<file path="src/rtl/lvi_pkg.sv">
package lvi_pkg;
    typedef enum logic [2:0] {
        ST_OFF,
        ST_NORMAL,
        ST_LOW_PEND,
        ST_TRIPPED,
        ST_RECOV_PEND
    } lvi_state_e;
endpackage

</file>
<file path="src/rtl/lvi_sync.sv">
module lvi_sync #(
    parameter int W      = 8,
    parameter int STAGES = 2
) (
    input  logic         clk,
    input  logic         rst_n,
    input  logic [W-1:0] din,
    output logic [W-1:0] dout
);
    logic [W-1:0] pipe [STAGES];

    always_ff @(posedge clk or negedge rst_n) begin
        if (!rst_n) begin
            for (int i = 0; i < STAGES; i++) pipe[i] <= '1;
        end else begin
            pipe[0] <= din;
            for (int i = 1; i < STAGES; i++) pipe[i] <= pipe[i-1];
        end
    end

    assign dout = pipe[STAGES-1];
endmodule

</file>
<file path="src/rtl/lvi_thresh.sv">
module lvi_thresh #(
    parameter int         W       = 8,
    parameter logic [W-1:0] FALL_HI = 170,
    parameter logic [W-1:0] RISE_HI = 180,
    parameter logic [W-1:0] FALL_LO = 100,
    parameter logic [W-1:0] RISE_LO = 110
) (
    input  logic         range_lo,
    input  logic [W-1:0] code,
    output logic         low_now,
    output logic         high_now
);
    logic [W-1:0] fall_thr, rise_thr;

    always_comb begin
        fall_thr = range_lo ? FALL_LO : FALL_HI;
        rise_thr = range_lo ? RISE_LO : RISE_HI;
        low_now  = (code <= fall_thr);
        high_now = (code >  rise_thr);
    end
endmodule

</file>
<file path="src/rtl/lvi_fsm.sv">
module lvi_fsm
    import lvi_pkg::*;
(
    input  logic clk,
    input  logic rst_n,
    input  logic active,
    input  logic low_now,
    input  logic high_now,
    output logic tripped
);
    lvi_state_e state, state_nx;

    always_ff @(posedge clk or negedge rst_n) begin
        if (!rst_n) state <= ST_OFF;
        else        state <= state_nx;
    end

    always_comb begin
        state_nx = state;
        if (!active) begin
            state_nx = ST_OFF;
        end else begin
            unique case (state)
                ST_OFF:        state_nx = ST_NORMAL;
                ST_NORMAL:     state_nx = low_now  ? ST_LOW_PEND   : ST_NORMAL;
                ST_LOW_PEND:   state_nx = low_now  ? ST_TRIPPED    : ST_NORMAL;
                ST_TRIPPED:    state_nx = high_now ? ST_RECOV_PEND : ST_TRIPPED;
                ST_RECOV_PEND: state_nx = high_now ? ST_NORMAL     : ST_TRIPPED;
                default:       state_nx = ST_OFF;
            endcase
        end
    end

    always_comb begin
        unique case (state)
            ST_TRIPPED, ST_RECOV_PEND: tripped = 1'b1;
            default:                   tripped = 1'b0;
        endcase
    end
endmodule

</file>
<file path="src/rtl/lvi_status_port.sv">
module lvi_status_port #(
    parameter int           AW   = 8,
    parameter logic [AW-1:0] ADDR = 8'h3C
) (
    input  logic          rd_en,
    input  logic [AW-1:0] rd_addr,
    input  logic          flag,
    output logic [7:0]    rd_data
);
    always_comb begin
        rd_data = 8'h00;
        if (rd_en && rd_addr == ADDR) rd_data = {flag, 7'b0};
    end
endmodule

</file>
<file path="src/rtl/lvi_monitor.sv">
module lvi_monitor #(
    parameter int            VW          = 8,
    parameter int            AW          = 8,
    parameter int            SYNC_STAGES = 2,
    parameter logic [AW-1:0] STATUS_ADDR = 8'h3C,
    parameter logic [VW-1:0] FALL_HI     = 170,
    parameter logic [VW-1:0] RISE_HI     = 180,
    parameter logic [VW-1:0] FALL_LO     = 100,
    parameter logic [VW-1:0] RISE_LO     = 110
) (
    input  logic          clk,
    input  logic          rst_n,
    input  logic [VW-1:0] vdd_code,
    input  logic          cfg_pwrdn,
    input  logic          cfg_rst_dis,
    input  logic          cfg_stop_en,
    input  logic          cfg_range_lo,
    input  logic          stop_mode,
    input  logic          rd_en,
    input  logic [AW-1:0] rd_addr,
    output logic [7:0]    rd_data,
    output logic          lvi_reset,
    output logic          ext_rst_n
);
    logic [VW-1:0] code_s;
    logic          low_now, high_now, tripped, active;

    assign active = !cfg_pwrdn && (!stop_mode || cfg_stop_en);

    lvi_sync #(.W(VW), .STAGES(SYNC_STAGES)) u_sync (
        .clk(clk), .rst_n(rst_n), .din(vdd_code), .dout(code_s)
    );

    lvi_thresh #(.W(VW), .FALL_HI(FALL_HI), .RISE_HI(RISE_HI),
                 .FALL_LO(FALL_LO), .RISE_LO(RISE_LO)) u_thr (
        .range_lo(cfg_range_lo), .code(code_s),
        .low_now(low_now), .high_now(high_now)
    );

    lvi_fsm u_fsm (
        .clk(clk), .rst_n(rst_n), .active(active),
        .low_now(low_now), .high_now(high_now), .tripped(tripped)
    );

    lvi_status_port #(.AW(AW), .ADDR(STATUS_ADDR)) u_stat (
        .rd_en(rd_en), .rd_addr(rd_addr), .flag(tripped), .rd_data(rd_data)
    );

    assign lvi_reset = tripped && !cfg_rst_dis;
    assign ext_rst_n = !lvi_reset;
endmodule

</file>
<file path="config.mk">
export PLATFORM = sky130hd
export DESIGN_NAME = lvi_monitor
export DESIGN_NICKNAME = d
export VERILOG_FILES = /design/src/rtl/lvi_pkg.sv /design/src/rtl/lvi_sync.sv /design/src/rtl/lvi_thresh.sv /design/src/rtl/lvi_fsm.sv /design/src/rtl/lvi_status_port.sv /design/src/rtl/lvi_monitor.sv
export SDC_FILE = /design/constraint.sdc
export NUM_CORES = 1
export LEC_CHECK = 0
export BUFFER_PORTS_ARGS = -buffer_cell sky130_fd_sc_hd__buf_2
export CORE_UTILIZATION = 42
export DETAILED_ROUTE_END_ITERATION = 10
export GPL_TIMING_DRIVEN = 0
export PLACE_DENSITY_LB_ADDON = 0.12
export SYNTH_ARGS = -nofsm -noshare
export SYNTH_HDL_FRONTEND = slang
export SYNTH_SLANG_ARGS = --single-unit
</file>
<file path="constraint.sdc">
create_clock -name clk -period 1.6 [get_ports clk]
set_input_delay 0.24 -clock clk [delete_from_list [all_inputs] [get_ports clk]]
set_output_delay 0.24 -clock clk [all_outputs]
set_load 0.02 [all_outputs]
</file>
; ---- Word-level counts from Yosys, hierarchy flattened
; Index checks and enable logic that the tools add are counted.
[word_totals]
ff_bits = 19
[op_classes]
n_reduce_logical = 10
n_eq_ne = 5
n_mux = 10
magnitude_cmp = 2
[ops]
columns = operator, count
row1 = $mux 8, 3
row2 = $pmux 3 s5, 1
row3 = $eq 8x6->1 const B, 1
row4 = $gt 8x8->1, 1
row5 = $le 8x8->1, 1
row6 = $eq 3x2->1 const B, 2
row7 = $mux 2, 3
row8 = $mux 3, 2
row9 = $logic_not 1->1, 4
row10 = $eq 3x1->1 const B, 1
row11 = $eq 3x3->1 const B, 1
row12 = $logic_and 1x1->1, 3
row13 = $logic_not 3->1, 1
row14 = $reduce_or 2->1, 1
row15 = $logic_or 1x1->1, 1
row16 = $mux 1, 1

; ---- Longest topological paths before layout
; Gate-level depths: netlist (run 1).
[logic_depth]
word_depth = 5
depth_mapped = 7
ltp_nobuf = 7

; ---- Cells and area by module
; A second synthesis (run 1) with hierarchy kept.
[hier_totals]
hier_cells = 85
hier_area_um2 = 978.4
[by_module_without_submodules]
columns = module, cells_each, area_per_inst_um2, instances
row1 = lvi_sync, 24, 480.5, 1
row2 = lvi_thresh, 25, 202.7, 1
row3 = lvi_fsm, 21, 182.7, 1
row4 = lvi_status_port, 11, 86.3, 1
row5 = lvi_monitor, 4, 26.3, 1

; ---- Least setup slack after synthesis (run 1)
; No wires, ideal clock.
[synth_path]
path_type = reg2out
start = reg u_fsm.state[2]
end = out rd_data[7]
stages_incl_launch_ff = 4
slack_ns = -0.101
n_path_buf = 0
t_arrival_ns = 1.461
cell_sequence = dfrtp_1 > nor3b_1 > nor2_1 > nor4_1
[synth_via]
elab_chain_cells = 4
elab_cells_between_ends = 5
[synth_lines]
columns = item, line_no
row1 = start: declaration, lvi_fsm.sv:11  ; lvi_state_e state, state_nx;
row2 = start signal: assignment, lvi_fsm.sv:15  ; else state <= state_nx;
row3 = $eq 3x2->1 / $eq 3x3->1 (equally long branches), lvi_fsm.sv:35  ; unique case (state)
row4 = $reduce_or 2->1 *, lvi_fsm.sv:35
row5 = $mux 1 *, lvi_fsm.sv:35
row6 = $mux 8 *, lvi_status_port.sv:12  ; if (rd_en && rd_addr == ADDR) rd_data = {flag, 7'b0};
row7 = end: declaration, lvi_monitor.sv:21  ; output logic [7:0] rd_data,
; Every way passes the cells marked *; elsewhere a longest branch is shown, timed or not.

; ---- Final worst setup path (run 1)
[layout_path]
start = reg u_sync.pipe (netlist bit u_sync.dout[4])
end = reg u_fsm.state[1]
[layout_via]
elab_chain_cells = 4
elab_cells_between_ends = 8
[layout_lines]
columns = item, line_no
row1 = start: declaration, lvi_sync.sv:10  ; logic [W-1:0] pipe [STAGES];
row2 = $gt 8x8->1 / $le 8x8->1 (equally long branches), "lvi_thresh.sv:19, lvi_thresh.sv:18"
row3 = $mux 2 (tied with other cells), lvi_fsm.sv:28  ; ST_RECOV_PEND: state_nx = high_now ? ST_NORMAL : ST_TRIPPED;
row4 = $pmux 3 s5 *, lvi_fsm.sv:23  ; unique case (state)
row5 = $mux 3 *, lvi_fsm.sv:20  ; if (!active) begin
row6 = via u_fsm.state_nx[1], lvi_fsm.sv:11
; Mark *: on every way through the listed nets, which the timed path passes. The rest lies on a longest branch.

==> results of run 1 <==
[where the power goes]
group	total, uW	switching, uW	internal [uW]
clock network	231	138	93.1
registers	536	14.9	521
logic	174	86.5	87.1
total	941	240	702
[path summary, 6_finish.rpt]
kind | start | to | slack (ps)
worst max-delay path | u_sync.dout[4] | u_fsm.state[1] | -110
worst min-delay path | vdd_code[2] | u_sync.pipe[10] | 30
worst max register to register | u_sync.dout[4] | u_fsm.state[1] | -110
worst min register to register | u_sync.pipe[14] | u_sync.dout[6] | 360
max in group asynchronous | rst_n | u_sync.dout[5] | 890
min in group asynchronous | rst_n | u_fsm.state[0] | 390
[timing repair]
item | CTS | global route
pin swaps | 5 | 1
endpoints found under the hold margin | 3 | 0
endpoints found under the setup margin | 6 | 6
resized for setup | 14 | 3
buffers inserted | 4 | 2
hold buffers | 1 | 0
[layout by cell type (no fill, tap or decap), drive strengths merged, types with 2 or more instances in the layout]
cell	instances
a21o	2
o211a	2
o21ai	2
inv	6
a21oi	6
ha	8
dfstp	16
nor4	3
dfrtp	3
conb	7
buf	39
nand2	4
nor3b	2
clkbuf	3
nor2	3
nor3	3
[sequential cells by signal (all words and copies together) (netlist names)]
| signal | flops |
|---|---|
| u_sync.dout | 8 |
| u_sync.pipe | 8 |
| u_fsm.state | 3 |
[stage by stage]
step	hold WS, ps	power, uW	area (um2)
after floorplan	-55.6	635	942
after global placement	178	683	1110
after detailed placement	186	689	1110
after CTS	17.1	948	1220
after global routing	1.67	1000	1240
final	28.3	941	1240
[final cells by class]
type,instances,area [um2],area share (%)
Buffer,7,52.6,4.22
Sequential cell,19,497,39.9
Inverter,6,22.5,1.81
Multi-Input combinational cell,50,412,33.1
Clock buffer,3,22.5,1.81
Clock inverter,1,5.00,0.402
Tap cell,27,33.8,2.71
Timing Repair Buffer,33,200,16.1
[critical path: stages (launching register included)]
cell                      delay (ps)
sky130_fd_sc_hd__dfstp_2         580
sky130_fd_sc_hd__ha_4            140
sky130_fd_sc_hd__nand3_2          80
sky130_fd_sc_hd__o211a_1         210
sky130_fd_sc_hd__or3_4           420
sky130_fd_sc_hd__o21ai_1         100
sky130_fd_sc_hd__a21oi_1          80
[routing by layer]
metal | GRT usage (%) | up-vias | wire length (um)
met5 | 0 | - | 0
met2 | 26.3 | 23 | 810
met1 | 16.6 | 330 | 635
met3 | 3.14 | 4 | 70
li1 | - | 338 | -
met4 | 8.82 | 0 | 31
[cell families (layout without fill, tap and decap cells)]
kind of cell	after synthesis	count (layout)	synth area share, %
AO/OA/AOI/OAI	14	14	10.0
adder cells (fa/ha/maj)	8	8	11.1
buffers and inverters	13	50	8.33
flip-flops	19	19	55.0
other	1	7	0.416
AND/OR/NAND/NOR	21	21	15.1
==> results, run 1 <==
- The path class of the lowest-slack min-delay path is in2reg.
- In this run, the number of DRC markers left after iteration 0 of detailed routing was 4.
- Global routing finished with a remaining overflow of 0.
- The final cell count without fillers is 146.
- Across all layers, the routed design uses 695 vias.
- The number of nets in the layout is 152.
- The fill cell total of the finished layout is 165.
- Across all setup checks in the final design, the least slack found is -110 ps.
- Buffers inserted during clock tree synthesis total 3.
- The initial antenna violation count is 0.
- The setup violation total in the final timing report is 6.
- The fraction of registers with async set/reset is 100%.
- The share of the clock period used by the worst path after layout is 107%.
- The final number of max-transition violations is 0.
- The number of global-route vias before repair is 638.
- The number of antenna diodes in the final layout is 0.
- Setup repair after global routing could not meet its margin everywhere.
- The number of nets still failing antenna checks after routing is 0.
- The fraction of the core area covered by cells at the end of the flow is 62.8%.
- Yosys mapped the design onto 25 distinct sky130hd cell types.
- The checks that failed: setup timing.
- The power density of the placed cells is 756 mW/mm2.
- The final wirelength is 1.55 mm.
- The depth of the worst register-to-register path is 6.
- The post-route netlist has 62.2% of its cells at a drive strength greater than 1.
- The run finished, with violations left.
- In this run, placement finished with an instance count of 135.
- Clock skew on the completed layout was measured at 7.32 ps.
- Entering global routing, the biggest net connects 20 pins.
- TritonCTS built the clock tree.
- The number of hold violations in the final report is 0.
- The max-cap check violation count is 0.
- The tree is rooted in a sky130_fd_sc_hd__clkbuf_4.
- The number of ports placed on the die boundary is 34.
- sky130_fd_sc_hd__dfstp_2 takes more of the synthesized area than any other cell.
- The leakage power is 0.000601 uW.
- The clock net in this run drives a total of 19 sinks.
- Ranked by total cell area, the synthesized netlist is headed by sky130_fd_sc_hd__dfstp_2, sky130_fd_sc_hd__ha_1, sky130_fd_sc_hd__dfrtp_1.
- The die is 48.3 um wide.
- The placer's final routability congestion estimate is 0.773.
- In the final timing run, aggregate negative setup slack is -482 ps.
- The number of warning messages in the yosys log is 0.
- Yosys mapped a number of flops with a built-in enable equal to 0.
- The worst setup path is captured at a flop.
- IR analysis of the VDD net gives a maximum drop of 557 uV.
- For this run, the register share of the synthesized area comes to 55.0%.
- The post-synthesis average cell area is 11.9 um2.
- The clock edge transition at the registers on the reported setup and hold paths is 100 ps.
- After legalization and detailed placement, the total HPWL measured 1.07 mm.
- The critical path required time is 1790 ps.
- The kind of critical path is reg2reg.
- The post-placement worst setup slack is -176 ps.
- The number of iterations in the first detailed-routing pass is 4.
- STA classifies the critical path startpoint as a flop.
- At the worst endpoint, the arrival time is 1900 ps.
- The most common flop cell mapped by yosys is sky130_fd_sc_hd__dfstp_2.
- After floorplanning, the core was divided into 16 placement rows.
- Dividing the detail-routed wire length by the instance count gives 10.6 um.
- The area added between synthesis and finish is 38.2%.
- The highest clock frequency the design can meet is 0.585 GHz.
- Along the worst path, the maximum fanout reaches 3.
- The shortest clock period the worst path allows after layout is 1710 ps.
- The initial utilization of the core area, before any placement, comes to 45.5%.
- Measured along the y axis, the die boundary spans 48.3 um.
- Counting instances, the worst hold path has a depth of 1.
- For this run, design rule violations remaining after detail routing come to 0.
- The clock passes through at most 2 buffers.
- The post-synthesis register bit count is 19.
- sky130_fd_sc_hd__dfstp_2 is the most common cell in the netlist.
- The gate count of the mapped netlist is 76.
- The via density per instance is 4.76.
- Global routing consumed, over all layers together, 15.0% of the routing resources.
- The core area is 0.00198 mm2.
- The die area is 0.00233 mm2.
- The portion of synthesized cell area occupied by the leading cell type is 46.7%.
- The number of port buffers is 26.
- Counting instances in the post-synthesis netlist gives the leading cell types as sky130_fd_sc_hd__dfstp_2, sky130_fd_sc_hd__ha_1, sky130_fd_sc_hd__buf_4.
- The H-tree depth is 1.
- The combined area of all synthesized cells is 901 um2.
- The later pin in the worst-skew pair is clocked with a latency of 290 ps.
- The first global-routing pass estimated 2.65 mm of wire.
Power figures use the tool's default switching activity.
==> run 2: changes to the inputs <==
--- a/config.mk
+++ b/config.mk
@@ -6,7 +6,9 @@
 export NUM_CORES = 1
 export LEC_CHECK = 0
 export BUFFER_PORTS_ARGS = -buffer_cell sky130_fd_sc_hd__buf_2
-export CORE_UTILIZATION = 42
+export CELL_PAD_IN_SITES_DETAIL_PLACEMENT = 1
+export CELL_PAD_IN_SITES_GLOBAL_PLACEMENT = 1
+export CORE_UTILIZATION = 38
 export DETAILED_ROUTE_END_ITERATION = 10
 export GPL_TIMING_DRIVEN = 0
 export PLACE_DENSITY_LB_ADDON = 0.12
==> constraint.sdc (replaced) <==
create_clock -name clk -period 2.16 [get_ports clk]
set_input_delay 0.324 -clock clk [delete_from_list [all_inputs] [get_ports clk]]
set_output_delay 0.324 -clock clk [all_outputs]
set_load 0.02 [all_outputs]
==> results, run 2 (synthesis results as in run 1) <==
- The die span in y is 50.7 um (+4.9%).
- The core area is 0.00223 mm2 (+13%).
- The number of iterations in the first detailed-routing pass is 4 (unchanged).
- The number of antenna repair diodes is 0 (unchanged).
- The sequential standard cell area is 495 um2 (-0.25%).
- The power density of the placed cells is 594 mW/mm2 (-21%).
- The number of clock sinks seen by CTS is 19 (unchanged).
- The buffer levels on the longest clock path came to 2 (unchanged).
- The total cell area at the placement stage came to 0.00109 mm2 (-1.6%).
- The leakage power is 0.000563 uW (-6.2%).
- The post-CTS setup-driven buffer insertion count was 0 (-4).
- The number of hold buffers added after cts came to 1 (unchanged).
- The number of port buffers is 26 (unchanged).
- The overall via count from detail_route is 672 (-3.3%).
- The number of buffer and inverter stages on the critical path is 2 (+2).
- Subtracting the final worst setup slack from the clock period gives 1990 ps.
- The number of nets still failing antenna checks after routing came to 0 (unchanged).
- The worst setup path is launched from a flop.
- Timing would allow up to 0.503 GHz.
- The area occupied by multi-input gates was 353 um2 (-14%).
- The kind of critical path is reg2out.
- The routed length on met2 was 912 um (+13%).
- The post-placement worst setup slack is 161 ps (+337 ps).
- The post-cts repair resize count is 0 (-14).
- The routed length on met1 came to 669 um (+5.4%).
- The final instance area is 0.00113 mm2 (-9.5%).
- The die outline width came to 50.7 um (+4.9%).
- The worst-case vdd ir drop is 475 uV (-15%).
- The global-route wire length before repair came to 2.90 mm (+9.4%).
- The final number of max-transition violations is 0 (unchanged).
- The worst path setup slack after routing is 173 ps (+283 ps).
- The number of DRC violations after detailed routing came to 0 (unchanged).
- The worst clock skew is 4.80 ps (-2.52 ps).
- The global-route total usage across every layer is 15.3% (+0.31 points).
- The initial detailed-routing violation count is 3 (-1).
- Setup repair after global routing left no endpoint under its margin.
- The total CTS buffers came to 3 (unchanged).
- The initial core utilization was 40.3% (-5.1 points).
- The residual overflow from global routing is 0 (unchanged).
- The worst stage delay on the critical path came to 490 ps (-90 ps).
- The H-tree depth was 1 (unchanged).
- The clock latency reported for the late side of the worst-skew pair came to 280 ps (about the same).
- The total met3 wirelength after detailed routing is 70 um (unchanged).
- The run finished with clean final reports.
- The top cell types in the final layout, fill and taps aside, are sky130_fd_sc_hd__buf_2, sky130_fd_sc_hd__dfstp_2, sky130_fd_sc_hd__ha_1, sky130_fd_sc_hd__buf_4, sky130_fd_sc_hd__conb_1.
- TritonCTS built the clock tree.
- The via density per instance is 4.77 (+0.12%).
- The placed wire-length estimate after detailed placement is 1.43 mm (+33%).
- The tightest min-delay check is of the in2reg type.
- The die area is 0.00257 mm2 (+10%).
- The highest routed metal layer is met4.
- Traced cell by cell, the critical path runs through nor3b_1 -> nor2_1 -> or2_2 -> inv_1 -> buf_2.
- The worst path arrival time is 1660 ps (-240 ps).
- The setup total negative slack was 0 ps (+482 ps).
- The slowest cell on the critical path is sky130_fd_sc_hd__dfrtp_1.
- The clock edge transition at the registers on the reported setup and hold paths came to 100 ps (about the same).
- The number of ports placed on the die boundary is 34 (unchanged).
- The number of hold violations in the final report came to 0 (unchanged).
- The setup violation total in the final timing report is 0 (-6).
- The largest delay contributor family on the critical path is simple AND/OR/NAND/NOR gates.
- The placer's final routability congestion estimate is 0.761 (-1.5%).
- The max-cap check violation count came to 0 (unchanged).
- In this run the clock root is driven by a sky130_fd_sc_hd__clkbuf_4.
- The largest net degree at the start of global routing is 20 (unchanged).
- The biggest fanout along the worst timing path is 7 (+4).
- The final critical path takes up 92.0% of the cycle.
- The number of placement rows is 17 (+1).
- The initial antenna violation count is 0 (unchanged).
- The fraction of final layout cells sized beyond drive strength 1 came to 49.6% (-13 points).
- The routed wire length per instance came to 11.9 um (+12%).
- The number of nets in the layout was 146 (-3.9%).
- The number of global-route vias before repair is 676 (+6.0%).
- The final wirelength was 1.68 mm (+8.3%).
- Compared with the post-synthesis result, the final layout area differs by 25.0%.
- The critical path required time is 1840 ps (+50 ps).
- STA classifies the critical path endpoint as an output port.
- The commonest non-fill, non-tap cell in the layout is sky130_fd_sc_hd__buf_2.
- The fill cell total of the finished layout is 262 (+59%).
run 2: cell count changes in the layout (fill, tap and decap cells not counted), moves of 2 or more:
cell,previous run,this run
sky130_fd_sc_hd__buf_6,2,0
sky130_fd_sc_hd__ha_1,6,8
sky130_fd_sc_hd__ha_4,2,0
sky130_fd_sc_hd__buf_2,23,26
sky130_fd_sc_hd__nor2_2,2,0
sky130_fd_sc_hd__nor2_1,1,3
sky130_fd_sc_hd__buf_4,14,7
run 2: per-layer routing:
metal,up-vias,GRT usage [%]
met5,-,0
met4,0,10.2
met3,4,1.82
met2,21,26.2
met1,321,17.7
li1,326,-
run 2: stage by stage:
stage	total power [uW]	hold slack, ps	instances	util, %
after global routing	708	106	141	50.4
after global placement	505	261	136	48.7
final	669	128	141	50.4
after CTS	681	116	141	50.4
after detailed placement	513	269	136	48.7
after floorplan	468	28.4	82	-
run 2: area by class of cell:
class	instances	area share, %
inverter	6	2.00
sequential	19	44.0
tap	28	3.11
clock buffer	3	2.00
clock inverter	1	0.444
multi-input combinational	50	31.3
buffer	7	4.67
timing repair buffer	27	12.4
run 2: power breakdown:
part           leakage [uW]  internal, uW  switching, uW  total [uW]
clock network     0.0000177          68.6           92.6         161
logic              0.000337          51.9           59.4         111
registers          0.000208           386           10.4         396
run 2: path summary, 6_finish.rpt:
kind,start,to,slack [ps],cells after the start
hold / removal,vdd_code[6],u_sync.pipe[14],130,1
setup reg to reg,u_sync.dout[1],u_fsm.state[0],330,7
setup / recovery,u_fsm.state[2],lvi_reset,170,5
min in group asynchronous,rst_n,u_fsm.state[0],540,2
hold reg to reg,u_sync.pipe[8],u_sync.dout[0],360,0
max in group asynchronous,rst_n,u_sync.dout[0],1310,2
run 2: worst register-to-register path, delay by kind of cell (launching register included):
family / cells / cell delay [ps]
and+or+nand+nor: 1 / 420
DFF: 1 / 530
adders and majority gates: 1 / 180
buffers and inverters: 2 / 110
AOI/OAI and AO/OA: 3 / 500
